<file path="config.mk">
export PLATFORM = sky130hd
export DESIGN_NAME = gpio_banked_ctrl
export DESIGN_NICKNAME = d
export VERILOG_FILES = /design/src/rtl/gpio_bank_pkg.sv /design/src/rtl/gpio_in_sync.sv /design/src/rtl/gpio_bank_regs.sv /design/src/rtl/gpio_drive_ctl.sv /design/src/rtl/gpio_banked_ctrl.sv
export SDC_FILE = /design/constraint.sdc
export NUM_CORES = 1
export LEC_CHECK = 0
export ABC_AREA = 0
export BUFFER_PORTS_ARGS = -buffer_cell sky130_fd_sc_hd__buf_2
export CAP_MARGIN = 20
export CORE_MARGIN = 5
export CORE_UTILIZATION = 35
export CTS_CLUSTER_SIZE = 16
export DETAILED_ROUTE_END_ITERATION = 7
export PLACE_DENSITY = 0.51
export SLEW_MARGIN = 20
export SYNTH_ARGS = -nofsm -noshare
export SYNTH_HDL_FRONTEND = slang
export SYNTH_SLANG_ARGS = --single-unit
</file>
<file path="constraint.sdc">
create_clock -name clk -period 2.1 [get_ports clk]
set_input_delay 0.315 -clock clk [delete_from_list [all_inputs] [get_ports clk]]
set_output_delay 0.315 -clock clk [all_outputs]
set_load 0.1 [all_outputs]
</file>
<file path="src/rtl/gpio_bank_pkg.sv">
package gpio_bank_pkg;

  localparam int NUM_BANKS = 4;
  localparam int NUM_PINS  = 16;
  localparam int REG_W     = 32;
  localparam int ADDR_W    = 12;
  localparam int MODE_W    = 4;

  localparam logic [ADDR_W-1:0] DATA_BASE  = 12'h170;
  localparam logic [ADDR_W-1:0] CFG_BASE   = 12'h180;
  localparam logic [ADDR_W-1:0] DRIVE_ADDR = 12'h190;
  localparam int                ADDR_STEP  = 4;

  localparam logic [MODE_W-1:0] MODE_INPUT  = 4'h1;
  localparam logic [MODE_W-1:0] MODE_OUTPUT = 4'h8;

  // pins held by each bank
  function automatic int bank_width(input int b);
    case (b)
      0:       return 2;
      1:       return 4;
      2:       return 4;
      default: return 6;
    endcase
  endfunction

  // global index of a bank's pin 0
  function automatic int bank_first(input int b);
    int acc;
    acc = 0;
    for (int k = 0; k < b; k++) acc += bank_width(k);
    return acc;
  endfunction

endpackage

</file>
<file path="src/rtl/gpio_in_sync.sv">
module gpio_in_sync #(
  parameter int WIDTH = 16
) (
  input  logic             clk,
  input  logic             rst_n,
  input  logic [WIDTH-1:0] din,
  output logic [WIDTH-1:0] dout
);

  logic [WIDTH-1:0] meta_q;
  logic [WIDTH-1:0] sync_q;

  always_ff @(posedge clk or negedge rst_n) begin
    if (!rst_n) begin
      meta_q <= '0;
      sync_q <= '0;
    end else begin
      meta_q <= din;
      sync_q <= meta_q;
    end
  end

  assign dout = sync_q;

  // edges seen since reset, saturating at two, for the delay check
  logic [1:0] warm_q;
  logic [1:0] warm_d;

  always_comb begin
    warm_d = warm_q;
    if (warm_q != 2'd2) warm_d = warm_q + 2'd1;
  end

  always_ff @(posedge clk or negedge rst_n) begin
    if (!rst_n) warm_q <= 2'd0;
    else        warm_q <= warm_d;
  end

  AST_SYNC_TWO_EDGES: assert property (@(posedge clk) disable iff (!rst_n)
    (warm_q == 2'd2) |-> (dout == $past(din, 2)));

endmodule

</file>
<file path="src/rtl/gpio_bank_regs.sv">
module gpio_bank_regs
  import gpio_bank_pkg::*;
#(
  parameter int                WIDTH     = 2,
  parameter logic [ADDR_W-1:0] DATA_ADDR = 12'h170,
  parameter logic [ADDR_W-1:0] CFG_ADDR  = 12'h180
) (
  input  logic                     clk,
  input  logic                     rst_n,
  input  logic                     wr_en,
  input  logic [ADDR_W-1:0]        addr,
  input  logic [MODE_W*WIDTH-1:0]  wr_data,
  input  logic [WIDTH-1:0]         pin_sync,
  output logic                     rd_hit,
  output logic [REG_W-1:0]         rd_val,
  output logic [WIDTH-1:0]         drv_level,
  output logic [WIDTH-1:0]         drv_active
);

  localparam int CFG_W = MODE_W * WIDTH;

  logic             data_sel;
  logic             cfg_sel;
  logic             data_en;
  logic             cfg_en;
  logic [WIDTH-1:0] data_d;
  logic [WIDTH-1:0] data_q;
  logic [CFG_W-1:0] cfg_d;
  logic [CFG_W-1:0] cfg_q;
  logic [WIDTH-1:0] rd_bits;

  assign data_sel = (addr == DATA_ADDR);
  assign cfg_sel  = (addr == CFG_ADDR);
  assign rd_hit   = data_sel | cfg_sel;

  // next-state
  always_comb begin
    data_en = wr_en & data_sel;
    cfg_en  = wr_en & cfg_sel;
    data_d  = wr_data[WIDTH-1:0];
    cfg_d   = wr_data;
  end

  // registers
  always_ff @(posedge clk or negedge rst_n) begin
    if (!rst_n) begin
      data_q <= '0;
      cfg_q  <= '0;
    end else begin
      if (data_en) data_q <= data_d;
      if (cfg_en)  cfg_q  <= cfg_d;
    end
  end

  // per-pin mode decode and readback selection
  for (genvar i = 0; i < WIDTH; i++) begin : g_pin
    logic [MODE_W-1:0] mode;
    logic              is_out;
    assign mode          = cfg_q[MODE_W*i +: MODE_W];
    assign is_out        = (mode == MODE_OUTPUT);
    assign drv_active[i] = is_out;
    assign drv_level[i]  = data_q[i];
    assign rd_bits[i]    = is_out ? data_q[i] : pin_sync[i];
  end

  always_comb begin
    rd_val = '0;
    if (data_sel)     rd_val[WIDTH-1:0] = rd_bits;
    else if (cfg_sel) rd_val[CFG_W-1:0] = cfg_q;
  end

  AST_CFG_WRITE_LANDS: assert property (@(posedge clk) disable iff (!rst_n)
    (wr_en && addr == CFG_ADDR) |=> (cfg_q == $past(wr_data)));

  AST_CFG_HOLDS: assert property (@(posedge clk) disable iff (!rst_n)
    !(wr_en && addr == CFG_ADDR) |=> $stable(cfg_q));

  AST_DATA_HOLDS: assert property (@(posedge clk) disable iff (!rst_n)
    !(wr_en && addr == DATA_ADDR) |=> $stable(data_q));

endmodule

</file>
<file path="src/rtl/gpio_drive_ctl.sv">
module gpio_drive_ctl
  import gpio_bank_pkg::*;
#(
  parameter int PINS = 16
) (
  input  logic              clk,
  input  logic              rst_n,
  input  logic              wr_en,
  input  logic [ADDR_W-1:0] addr,
  input  logic [PINS-1:0]   wr_data,
  input  logic [PINS-1:0]   level,
  input  logic [PINS-1:0]   active,
  output logic              rd_hit,
  output logic [REG_W-1:0]  rd_val,
  output logic [PINS-1:0]   pin_out,
  output logic [PINS-1:0]   pin_oe
);

  logic            sel;
  logic            od_en;
  logic [PINS-1:0] od_d;
  logic [PINS-1:0] od_q;

  assign sel    = (addr == DRIVE_ADDR);
  assign rd_hit = sel;

  always_comb begin
    od_en = wr_en & sel;
    od_d  = wr_data;
  end

  always_ff @(posedge clk or negedge rst_n) begin
    if (!rst_n)     od_q <= '0;
    else if (od_en) od_q <= od_d;
  end

  always_comb begin
    rd_val = '0;
    if (sel) rd_val[PINS-1:0] = od_q;
  end

  // push-pull drives both levels; open-drain only pulls low
  for (genvar i = 0; i < PINS; i++) begin : g_drv
    always_comb begin
      pin_out[i] = 1'b0;
      pin_oe[i]  = 1'b0;
      if (active[i]) begin
        if (od_q[i]) begin
          pin_oe[i] = ~level[i];
        end else begin
          pin_oe[i]  = 1'b1;
          pin_out[i] = level[i];
        end
      end
    end
  end

  AST_OD_NEVER_HIGH: assert property (@(posedge clk) disable iff (!rst_n)
    ((pin_out & pin_oe & od_q) == '0));

  AST_DRIVE_WRITE_LANDS: assert property (@(posedge clk) disable iff (!rst_n)
    (wr_en && addr == DRIVE_ADDR) |=> (od_q == $past(wr_data)));

endmodule

</file>
<file path="src/rtl/gpio_banked_ctrl.sv">
module gpio_banked_ctrl
  import gpio_bank_pkg::*;
(
  input  logic                clk,
  input  logic                rst_n,
  input  logic [ADDR_W-1:0]   reg_addr,
  input  logic                reg_we,
  input  logic [REG_W-1:0]    reg_wdata,
  output logic [REG_W-1:0]    reg_rdata,
  input  logic [NUM_PINS-1:0] pin_in,
  output logic [NUM_PINS-1:0] pin_out,
  output logic [NUM_PINS-1:0] pin_oe
);

  logic [NUM_PINS-1:0]  pin_sync;
  logic [NUM_PINS-1:0]  all_level;
  logic [NUM_PINS-1:0]  all_active;
  logic [NUM_BANKS-1:0] bank_hit;
  logic [REG_W-1:0]     bank_rd [NUM_BANKS];
  logic                 drv_hit;
  logic [REG_W-1:0]     drv_rd;

  gpio_in_sync #(.WIDTH(NUM_PINS)) u_sync (
    .clk  (clk),
    .rst_n(rst_n),
    .din  (pin_in),
    .dout (pin_sync)
  );

  for (genvar b = 0; b < NUM_BANKS; b++) begin : g_bank
    localparam int W     = bank_width(b);
    localparam int FIRST = bank_first(b);
    localparam logic [ADDR_W-1:0] D_ADDR = DATA_BASE + ADDR_W'(ADDR_STEP * b);
    localparam logic [ADDR_W-1:0] C_ADDR = CFG_BASE  + ADDR_W'(ADDR_STEP * b);

    gpio_bank_regs #(
      .WIDTH    (W),
      .DATA_ADDR(D_ADDR),
      .CFG_ADDR (C_ADDR)
    ) u_bank (
      .clk       (clk),
      .rst_n     (rst_n),
      .wr_en     (reg_we),
      .addr      (reg_addr),
      .wr_data   (reg_wdata[MODE_W*W-1:0]),
      .pin_sync  (pin_sync[FIRST +: W]),
      .rd_hit    (bank_hit[b]),
      .rd_val    (bank_rd[b]),
      .drv_level (all_level[FIRST +: W]),
      .drv_active(all_active[FIRST +: W])
    );
  end

  gpio_drive_ctl #(.PINS(NUM_PINS)) u_drive (
    .clk    (clk),
    .rst_n  (rst_n),
    .wr_en  (reg_we),
    .addr   (reg_addr),
    .wr_data(reg_wdata[NUM_PINS-1:0]),
    .level  (all_level),
    .active (all_active),
    .rd_hit (drv_hit),
    .rd_val (drv_rd),
    .pin_out(pin_out),
    .pin_oe (pin_oe)
  );

  // at most one source decodes, so an OR tree is the read mux
  always_comb begin
    reg_rdata = drv_rd;
    for (int b = 0; b < NUM_BANKS; b++) reg_rdata |= bank_rd[b];
  end

  logic unused_wdata_hi;
  assign unused_wdata_hi = ^reg_wdata[REG_W-1:MODE_W*bank_width(NUM_BANKS-1)];

  AST_ONE_DECODE: assert property (@(posedge clk) disable iff (!rst_n)
    $onehot0({drv_hit, bank_hit}));

  AST_UNDECODED_ZERO: assert property (@(posedge clk) disable iff (!rst_n)
    !(drv_hit || (|bank_hit)) |-> (reg_rdata == '0));

  AST_IDLE_MODE_UNDRIVEN: assert property (@(posedge clk) disable iff (!rst_n)
    ((pin_oe & ~all_active) == '0) && ((pin_out & ~all_active) == '0));

endmodule

</file>
# == Yosys cells after proc, flatten, opt, wreduce, memory -nomap -nowiden ==
# Cells that the tools add are included.
# word_totals
inputBits,63
reg_bits,128
word_cells,158
output_inout_bits,64
# classes
bitwise,29
n_eq_ne,25
muxes,93
# op_table
op,n
$eq A12 B9 Y1 const B,9
$mux W1,80
$eq A4 B4 Y1 const B,16
$mux W16,3
$or A16 B16 Y16,2
$mux W12,2
$mux W24,1
$or A16 B24 Y24,1
$mux W18,1
$not A1 Y1,16
$or A16 B8 Y16,1
$mux W6,2
$and A1 B1 Y1,9
$mux W4,2
$mux W8,1
$mux W2,1

# == Longest topological paths before layout ==
# Gate-level depths: netlist of the first run.
# depth
depth_word,7
depth_mapped,7
depth_no_buf,5

# == Hierarchy ==
# Synthesis of the first run repeated with hierarchy kept, for this count alone.
# hier_totals
cells_unflattened,671
hier_area_um2,7415.9
# by_module_without_submodules
mod,n_inst,cells_each,area_per_inst_um2,seq_area_each_um2
gpio_bank_regs (g_bank[1].u_bank ...),2,106,1233.7,500.5
gpio_bank_regs (g_bank[3].u_bank),1,136,1754.2,750.7
gpio_drive_ctl,1,121,1192.4,400.4
gpio_bank_regs (g_bank[0].u_bank),1,74,800.8,250.2
gpio_in_sync,1,32,800.8,800.8
gpio_banked_ctrl,1,96,400.4,0.0

# == Worst setup path after synthesis of the first run ==
# Ideal clock, no wire load.
# synth_path
kind,register to output
from,register g_bank[1].u_bank.cfg_q[6]
to,output pin_out[3]
stages_incl_launch_ff,3
t_arrival_ns,3.327
path_buffers,0
slack_ns,-1.542
required_ns,1.785
path_cell_list,dfrtp_1 or4b_2 nor3b_1
# synth_via
elab_chain_len,2
# synth_lines
element,line_no,rtl
start: declaration,gpio_bank_regs.sv:29,logic [CFG_W-1:0] cfg_q;
start signal: assignment,gpio_bank_regs.sv:51,if (cfg_en) cfg_q <= cfg_d;
$eq A4 B4 Y1,gpio_bank_regs.sv:60,assign is_out = (mode == MODE_OUTPUT);
$mux W1,gpio_drive_ctl.sv:47,if (active[i]) begin
end: declaration,gpio_banked_ctrl.sv:11,"output logic [NUM_PINS-1:0] pin_out,"
# No other way between the ends.

# == Final worst setup path of the first run ==
# layout_path
from,register g_bank[1].u_bank.cfg_q[12]
to,output reg_rdata[3]
# layout_via
elab_chain_len,6
# layout_lines
element,line_no,rtl
$eq A4 B4 Y1,gpio_bank_regs.sv:60,
$mux W1,gpio_bank_regs.sv:63,assign rd_bits[i] = is_out ? data_q[i] : pin_sync[i];
$mux W4,gpio_bank_regs.sv:68,if (data_sel) rd_val[WIDTH-1:0] = rd_bits;
$or A16 B16 Y16 (2 in a row),gpio_banked_ctrl.sv:71,for (int b = 0; b < NUM_BANKS; b++) reg_rdata |= bank_rd[b];
$or A16 B24 Y24,gpio_banked_ctrl.sv:71,
end: declaration,gpio_banked_ctrl.sv:9,"output logic [REG_W-1:0] reg_rdata,"
# No other way between the ends.

==> results.cfg, run 1 <==
[cts]
cts_root_buffer = clkbuf_16
cts_buffers = 17
clockBufferDepth = 2
tritoncts = built
clock_latency_ps = 420
cts.htree.levels = 4
numClockSinks = 128
clk_pin_slew_worst_paths_ps = 50

[pwr]
power.ir.vdd_worst_mv = 0.5513
power_mw = 5.672
p_sw_mw = 1.297
clock_power_share_pct = 48.2
p_leak_nw = 4.756
power_density_nw_per_um2 = 560.4
switching_share_pct = 22.87
p_comb_share_pct = 7.2
power.internal_mw = 4.375
seqPwrFrac_pct = 44.6

[detailed_routing]
drt-pass1-iter-count = 4
via_count = 4678
wl_per_cell_um = 20.21
via_per_inst = 5.046
drt_wl_total_um = 18740
drc = 0
drt_iter0_drc = 284
ant_nets = 0

[synth]
yosys.area_share.simple_pct = 11.61
synth_edf_count = 0
ys_seq_area_share_pct = 54.55
synthXorXnorAreaFrac_pct = 0
yosysWarnings = 0
ys_types = 46
synth_top_family_by_area = multiplexers
synthCells = 429
synth_compound_area_share_pct = 7.820
synthMuxAreaShare_pct = 23.40
ys.flop_type = dfrtp_1
synthesis.area_sq_um = 5872
ys_ff_latch = 128
synthArstFlopShare_pct = 100.0
syn_area_per_cell_sq_um = 13.69
synthAdderAreaFrac_pct = 0

[global_routing]
use_met1_pct = 25.51
use_met2_pct = 31.91
grt-busiest-layer = met2
overflow = 0
met3_usage_pct = 5.832
grt_start_max_net_pins = 59
grt_pass1_wl_um = 29620
grt_pass1_vias = 5186
track_usage_pct = 19.85
grt_antenna_before_repair = 0

[timing]
worstMarginPinSlew_ps = 503.4
relSlewSlack_pct = 66.44
rsz0062_at_grt = yes
slew_viol_final = 0
post-route-min-period_ps = 2608
fin_crit_sh_pct = 124.2
setup_viol = 48
finalHoldViolCount = 0
clock_skew_ps = 1.478
max_freq_mhz = 383.5
setup_slack_ps = -507.8

[floorplanning]
dieArea_sq_um = 19470
die_h_um = 139.5
fp.dieW_um = 139.5
core_area_sq_um = 16520
initial_core_util_pct = 35.53
rows = 47
io_pins = 127

[placed_design]
dp.final_hpwl_um = 13500
portBuffers = 110
globalplace.congestion = 0.9092

[hold_path]
hp-class = in -> reg

[cells_and_area]
finish.utilization_pct = 61.25
n_antenna_cell = 0
syn2layout_area_growth_pct = 72.36
nNetsFinal = 760
drive_gt1_share_pct = 68.46

[worst_setup_path]
cp-end-kind = output pin
required_ps = 1780
critPathMaxFanout = 2
critPathKind = reg -> out
critPathArrivalTime_ps = 2290
critPathLaunchType = flop

[outcome]
violations = setup timing
outcome = complete, but fails checks

[run]
cap_violations = 0
## critical path: stages, from the launching register on
cell and delay [ps]:
dfrtp_1 390, or4b_4 560, mux2i_1 220, o22ai_2 120
a32oi_1 190, buf_4 150, o21ai_4 60, buf_12 170
## cells in the mapped netlist (2+ instances only)
cell type	number	share of area, %
a21oi_1	16	1.4
a221o_1	10	1.7
a22o_1	2	0.30
a22oi_1	11	1.4
a32oi_1	5	0.75
and2_1	10	1.1
buf_2	8	0.68
buf_4	10	1.3
clkbuf_1	4	0.26
dfrtp_1	128	55
mux2_2	86	16
mux2_4	10	2.6
mux2i_1	21	3.6
mux4_2	2	0.77
nand2_1	8	0.51
nand3_1	7	0.60
nand4_2	2	0.43
nand4_4	2	0.72
nor2_1	10	0.64
nor2_4	2	0.38
nor2b_1	3	0.32
nor3_1	2	0.17
nor3b_1	16	2.0
nor4_1	2	0.21
o211ai_1	2	0.26
o21ai_0	7	0.60
o22ai_1	8	0.85
o2bb2ai_1	2	0.30
or4b_2	16	2.7
## power by group through the flow
| stage | registers [mW] | logic [mW] | clock network (mW) |
|---|---|---|---|
| 4_1_cts | 2.53 | 0.400 | 2.81 |
| 5_1_grt | 2.53 | 0.440 | 2.92 |
| 6_report | 2.53 | 0.407 | 2.73 |
| 3_5_place_dp | 2.57 | 0.361 | 0 |
| 2_1_floorplan | 2.56 | 0.161 | 0 |
| 3_3_place_gp | 2.57 | 0.357 | 0 |
## area by class of cell
cell class	count	area [sq um]
clock buffers	21	440.4
fillers	1288	6404
repair buffers	267	2803
flip-flops and latches	128	3203
clock inverters	8	92.59
multi-input cells	283	3307
well taps	220	275.3
## path summary, 6_finish.rpt
kind                            slack (ps)                                     end                                    from  cells after the start
max in group asynchronous             1000   g_bank[3].u_bank.cfg_q[7]$_DFFE_PN0P_                                   rst_n                      3
worst min register to register         350                u_sync.dout[0]$_DFF_PN0_              u_sync.meta_q[0]$_DFF_PN0_                      0
worst max-delay path                  -510                            reg_rdata[3]  g_bank[1].u_bank.cfg_q[12]$_DFFE_PN0P_                      7
min in group asynchronous              400             u_drive.od_q[0]$_DFFE_PN0P_                                   rst_n                      2
worst max register to register        1080   g_bank[2].u_bank.cfg_q[5]$_DFFE_PN0P_   g_bank[2].u_bank.cfg_q[5]$_DFFE_PN0P_                      3
worst min-delay path                   120  g_bank[3].u_bank.cfg_q[21]$_DFFE_PN0P_                           reg_wdata[21]                      2
## cell families (layout without fill, tap and decap cells)
logic type / count (synthesis) / count (layout)
simple gates: 91 / 91
other cells: 1 / 8
flops: 128 / 128
buf+inv: 25 / 296
mux: 119 / 119
compound gates: 65 / 65
## metal layers
metal	vias to the layer above	wire, um
met2	125	9260
met1	2374	7876
met5	-	0
met3	29	1180
li1	2150	-
met4	0	418
## registers in the layout, summed over array words and instances, names as in the netlist
signal and flops:
g_bank.u_bank.cfg_q 64, g_bank.u_bank.drv_level 16, u_drive.od_q 16, u_sync.dout 16, u_sync.meta_q 16
## timing repair
action,CTS,global route
gates cloned,0,2
buffers inserted,11,17
pin swaps,37,36
hold buffers,17,0
endpoints found under the setup margin,46,52
gates resized for setup,40,35
hold endpoints to repair,63,0
## layout by cell type, fill, tap and decap left out, types with 16 or more instances in the layout
cell type and count:
buf_4 116, dfrtp_1 128, buf_6 26, buf_2 46
a21oi_4 16, buf_12 59, clkbuf_16 19, or4b_4 17
nor3b_4 17, dlygate4sd3_1 17, mux2_2 86
## metrics by stage
stage	setup TNS [ps]	instance area (sq um)	hold WS (ps)	cells	setup slack (ps)
after detailed placement	-2843	8937	282.5	858	-226.2
after floorplan	-3126	6514	19.41	436	-778.1
after global placement	-2358	8937	281.0	858	-261.4
after global routing	-9323	10120	103.9	927	-577.4
after CTS	-7341	9869	101.5	913	-521.6
final	-6612	10120	121.0	927	-507.8
(Power assumes the default switching activity.)
==> inputs of run 2 (changes only) <==
--- a/config.mk
+++ b/config.mk
@@ -7,12 +7,12 @@
 export LEC_CHECK = 0
 export ABC_AREA = 0
 export BUFFER_PORTS_ARGS = -buffer_cell sky130_fd_sc_hd__buf_2
-export CAP_MARGIN = 20
 export CORE_MARGIN = 5
 export CORE_UTILIZATION = 35
 export CTS_CLUSTER_SIZE = 16
 export DETAILED_ROUTE_END_ITERATION = 7
 export PLACE_DENSITY = 0.51
+export RECOVER_POWER = 50
 export SLEW_MARGIN = 20
 export SYNTH_ARGS = -nofsm -noshare
 export SYNTH_HDL_FRONTEND = slang
==> results.cfg, run 2 (synthesized netlist as in run 1, its figures left out) <==
[worst_setup_path]
critPathKind = reg -> out
slowest_stage = or4b_4
critPathLaunchType = flop
critical_path.max_stage_delay_ps = 560
cp_cell_sequence = or4b_4 -> mux2i_1 -> o22ai_2 -> a32oi_1 -> buf_4 -> o21ai_4 -> buf_12
critPathMaxFanout = 2
r2r-start = g_bank[2].u_bank.cfg_q[5]$_DFFE_PN0P_
rr_worst_depth = 3
r2r-end = g_bank[2].u_bank.cfg_q[5]$_DFFE_PN0P_
reg2reg_slack_ps = 1080
critPathArrivalTime_ps = 2280
required_ps = 1780
cp-end-kind = output pin

[cts]
cts.htree.levels = 4
tritoncts = built
clock_latency_ps = 420
numClockSinks = 128
cts_root_buffer = clkbuf_16
cts_buffers = 17
clk_pin_slew_worst_paths_ps = 50
clockBufferDepth = 2

[detailed_routing]
drt-pass1-iter-count = 4
drt_wl_total_um = 18710
ant_nets = 0
drt_iter0_drc = 303
drc = 0
via_per_inst = 5.038
via_count = 4670
wl_per_cell_um = 20.19

[pwr]
seqPwrFrac_pct = 44.6
clock_power_share_pct = 48.2
p_sw_mw = 1.297
power_density_nw_per_um2 = 560.9
switching_share_pct = 22.88
p_comb_share_pct = 7.1
p_leak_nw = 4.752
power_mw = 5.670
power.internal_mw = 4.373
power.ir.vdd_worst_mv = 0.5490

[placed_design]
dp.final_hpwl_um = 13500
pre_cts_ws_ps = -226.2
globalplace.congestion = 0.9092
portBuffers = 110

[timing]
setup_slack_ps = -491.2
relSlewSlack_pct = 12.38
tns_ps = -6649
finalHoldViolCount = 0
post-route-min-period_ps = 2591
fin_crit_sh_pct = 123.4
clock_skew_ps = 1.262
worstMarginPinSlew_ps = 1314
rsz0062_at_grt = yes
setup_viol = 48
max_freq_mhz = 385.9
slew_viol_final = 0

[cells_and_area]
n_antenna_cell = 0
largest_register_ffs = 64
nNetsFinal = 760
regMostFlops = g_bank.u_bank.cfg_q
layout_commonest_cell = dfrtp_1
syn2layout_area_growth_pct = 72.17
drive_gt1_share_pct = 68.46
final_cell_mix = 128 x dfrtp_1, 116 x buf_4, 86 x mux2_2, 58 x buf_12, 45 x buf_2
finish.utilization_pct = 61.18

[hold_path]
hp-class = in -> reg
worstHoldPathCells = 2
min-delay-start = reg_wdata[21]
holdPathEnd = g_bank[3].u_bank.cfg_q[21]$_DFFE_PN0P_

[global_routing]
grt_pass1_wl_um = 29620
grt_start_max_net_pins = 59
track_usage_pct = 19.85
overflow = 0
grt_pass1_vias = 5186
grt_antenna_before_repair = 0

[floorplanning]
dieArea_sq_um = 19470
die_h_um = 139.5
rows = 47
fp.dieW_um = 139.5
initial_core_util_pct = 35.53
io_pins = 127
core_area_sq_um = 16520

[outcome]
violations = setup timing
outcome = complete, but fails checks

[run]
cap_violations = 0
## run 2: cell count changes in the layout (fill, tap and decap cells not counted), sizes merged
cell / before / now
clkbuf: 24 / 26
buf: 247 / 245
## run 2: layout make-up
| cell class | count | area [sq um] |
|---|---|---|
| fillers | 1288 | 6415 |
| multi-input cells | 283 | 3307 |
| flip-flops and latches | 128 | 3203 |
| repair buffers | 267 | 2791 |
| clock buffers | 21 | 440.4 |
| well taps | 220 | 275.3 |
| clock inverters | 8 | 92.59 |
## run 2: critical path, delay by kind of cell, from the launching register on
kind / cells / cell delay [ps]
compound gates: 3 / 360
mux: 1 / 220
flops: 1 / 390
buf+inv: 2 / 320
simple gates: 1 / 560
## run 2: routing by layer
layer | vias to the layer above | wire length (um) | part of all wire [%] | global-route usage, %
met3 | 28 | 1095 | 5.9 | 5.832
met5 | - | 0 | 0 | 0
li1 | 2154 | - | - | -
met2 | 122 | 9338 | 50 | 31.91
met1 | 2366 | 7880 | 42 | 25.51
met4 | 0 | 397 | 2.1 | 7.312
## run 2: how the worst max path moves through the flow
stage	slack, ps	endpoint	cells after the start	start
2_1_floorplan	-780	reg_rdata[0]	6	reg_addr[6]
3_3_place_gp	-260	reg_rdata[1]	7	g_bank[1].u_bank.cfg_q[6]$_DFFE_PN0P_
3_5_place_dp	-230	reg_rdata[1]	7	g_bank[1].u_bank.cfg_q[6]$_DFFE_PN0P_
4_1_cts	-520	reg_rdata[3]	7	g_bank[2].u_bank.cfg_q[14]$_DFFE_PN0P_
5_1_grt	-580	reg_rdata[1]	6	g_bank[2].u_bank.cfg_q[6]$_DFFE_PN0P_
6_report	-490	reg_rdata[3]	7	g_bank[1].u_bank.cfg_q[12]$_DFFE_PN0P_
## run 2: power by group through the flow
stage	sequential [mW]	clock (mW)	combinational (mW)
after global placement	2.57	0	0.357
after CTS	2.53	2.81	0.400
final	2.53	2.74	0.405
after detailed placement	2.57	0	0.361
after floorplan	2.56	0	0.161
after global routing	2.53	2.92	0.437
## run 2: per-stage QoR
stage,hold WS [ps],cells,cell area [sq um]
2_1_floorplan,19.41,436,6514
3_3_place_gp,281.0,858,8937
3_5_place_dp,282.5,858,8937
4_1_cts,101.5,913,9869
5_1_grt,103.9,927,10110
6_report,121.6,927,10110
## run 2: timing repair
item	CTS	global route
setup buffers	11	17
cloned	0	2
setup endpoints to repair	46	52
resized for setup	40	35
hold buffers	17	0
endpoints found under the hold margin	63	0
pin swaps	37	36
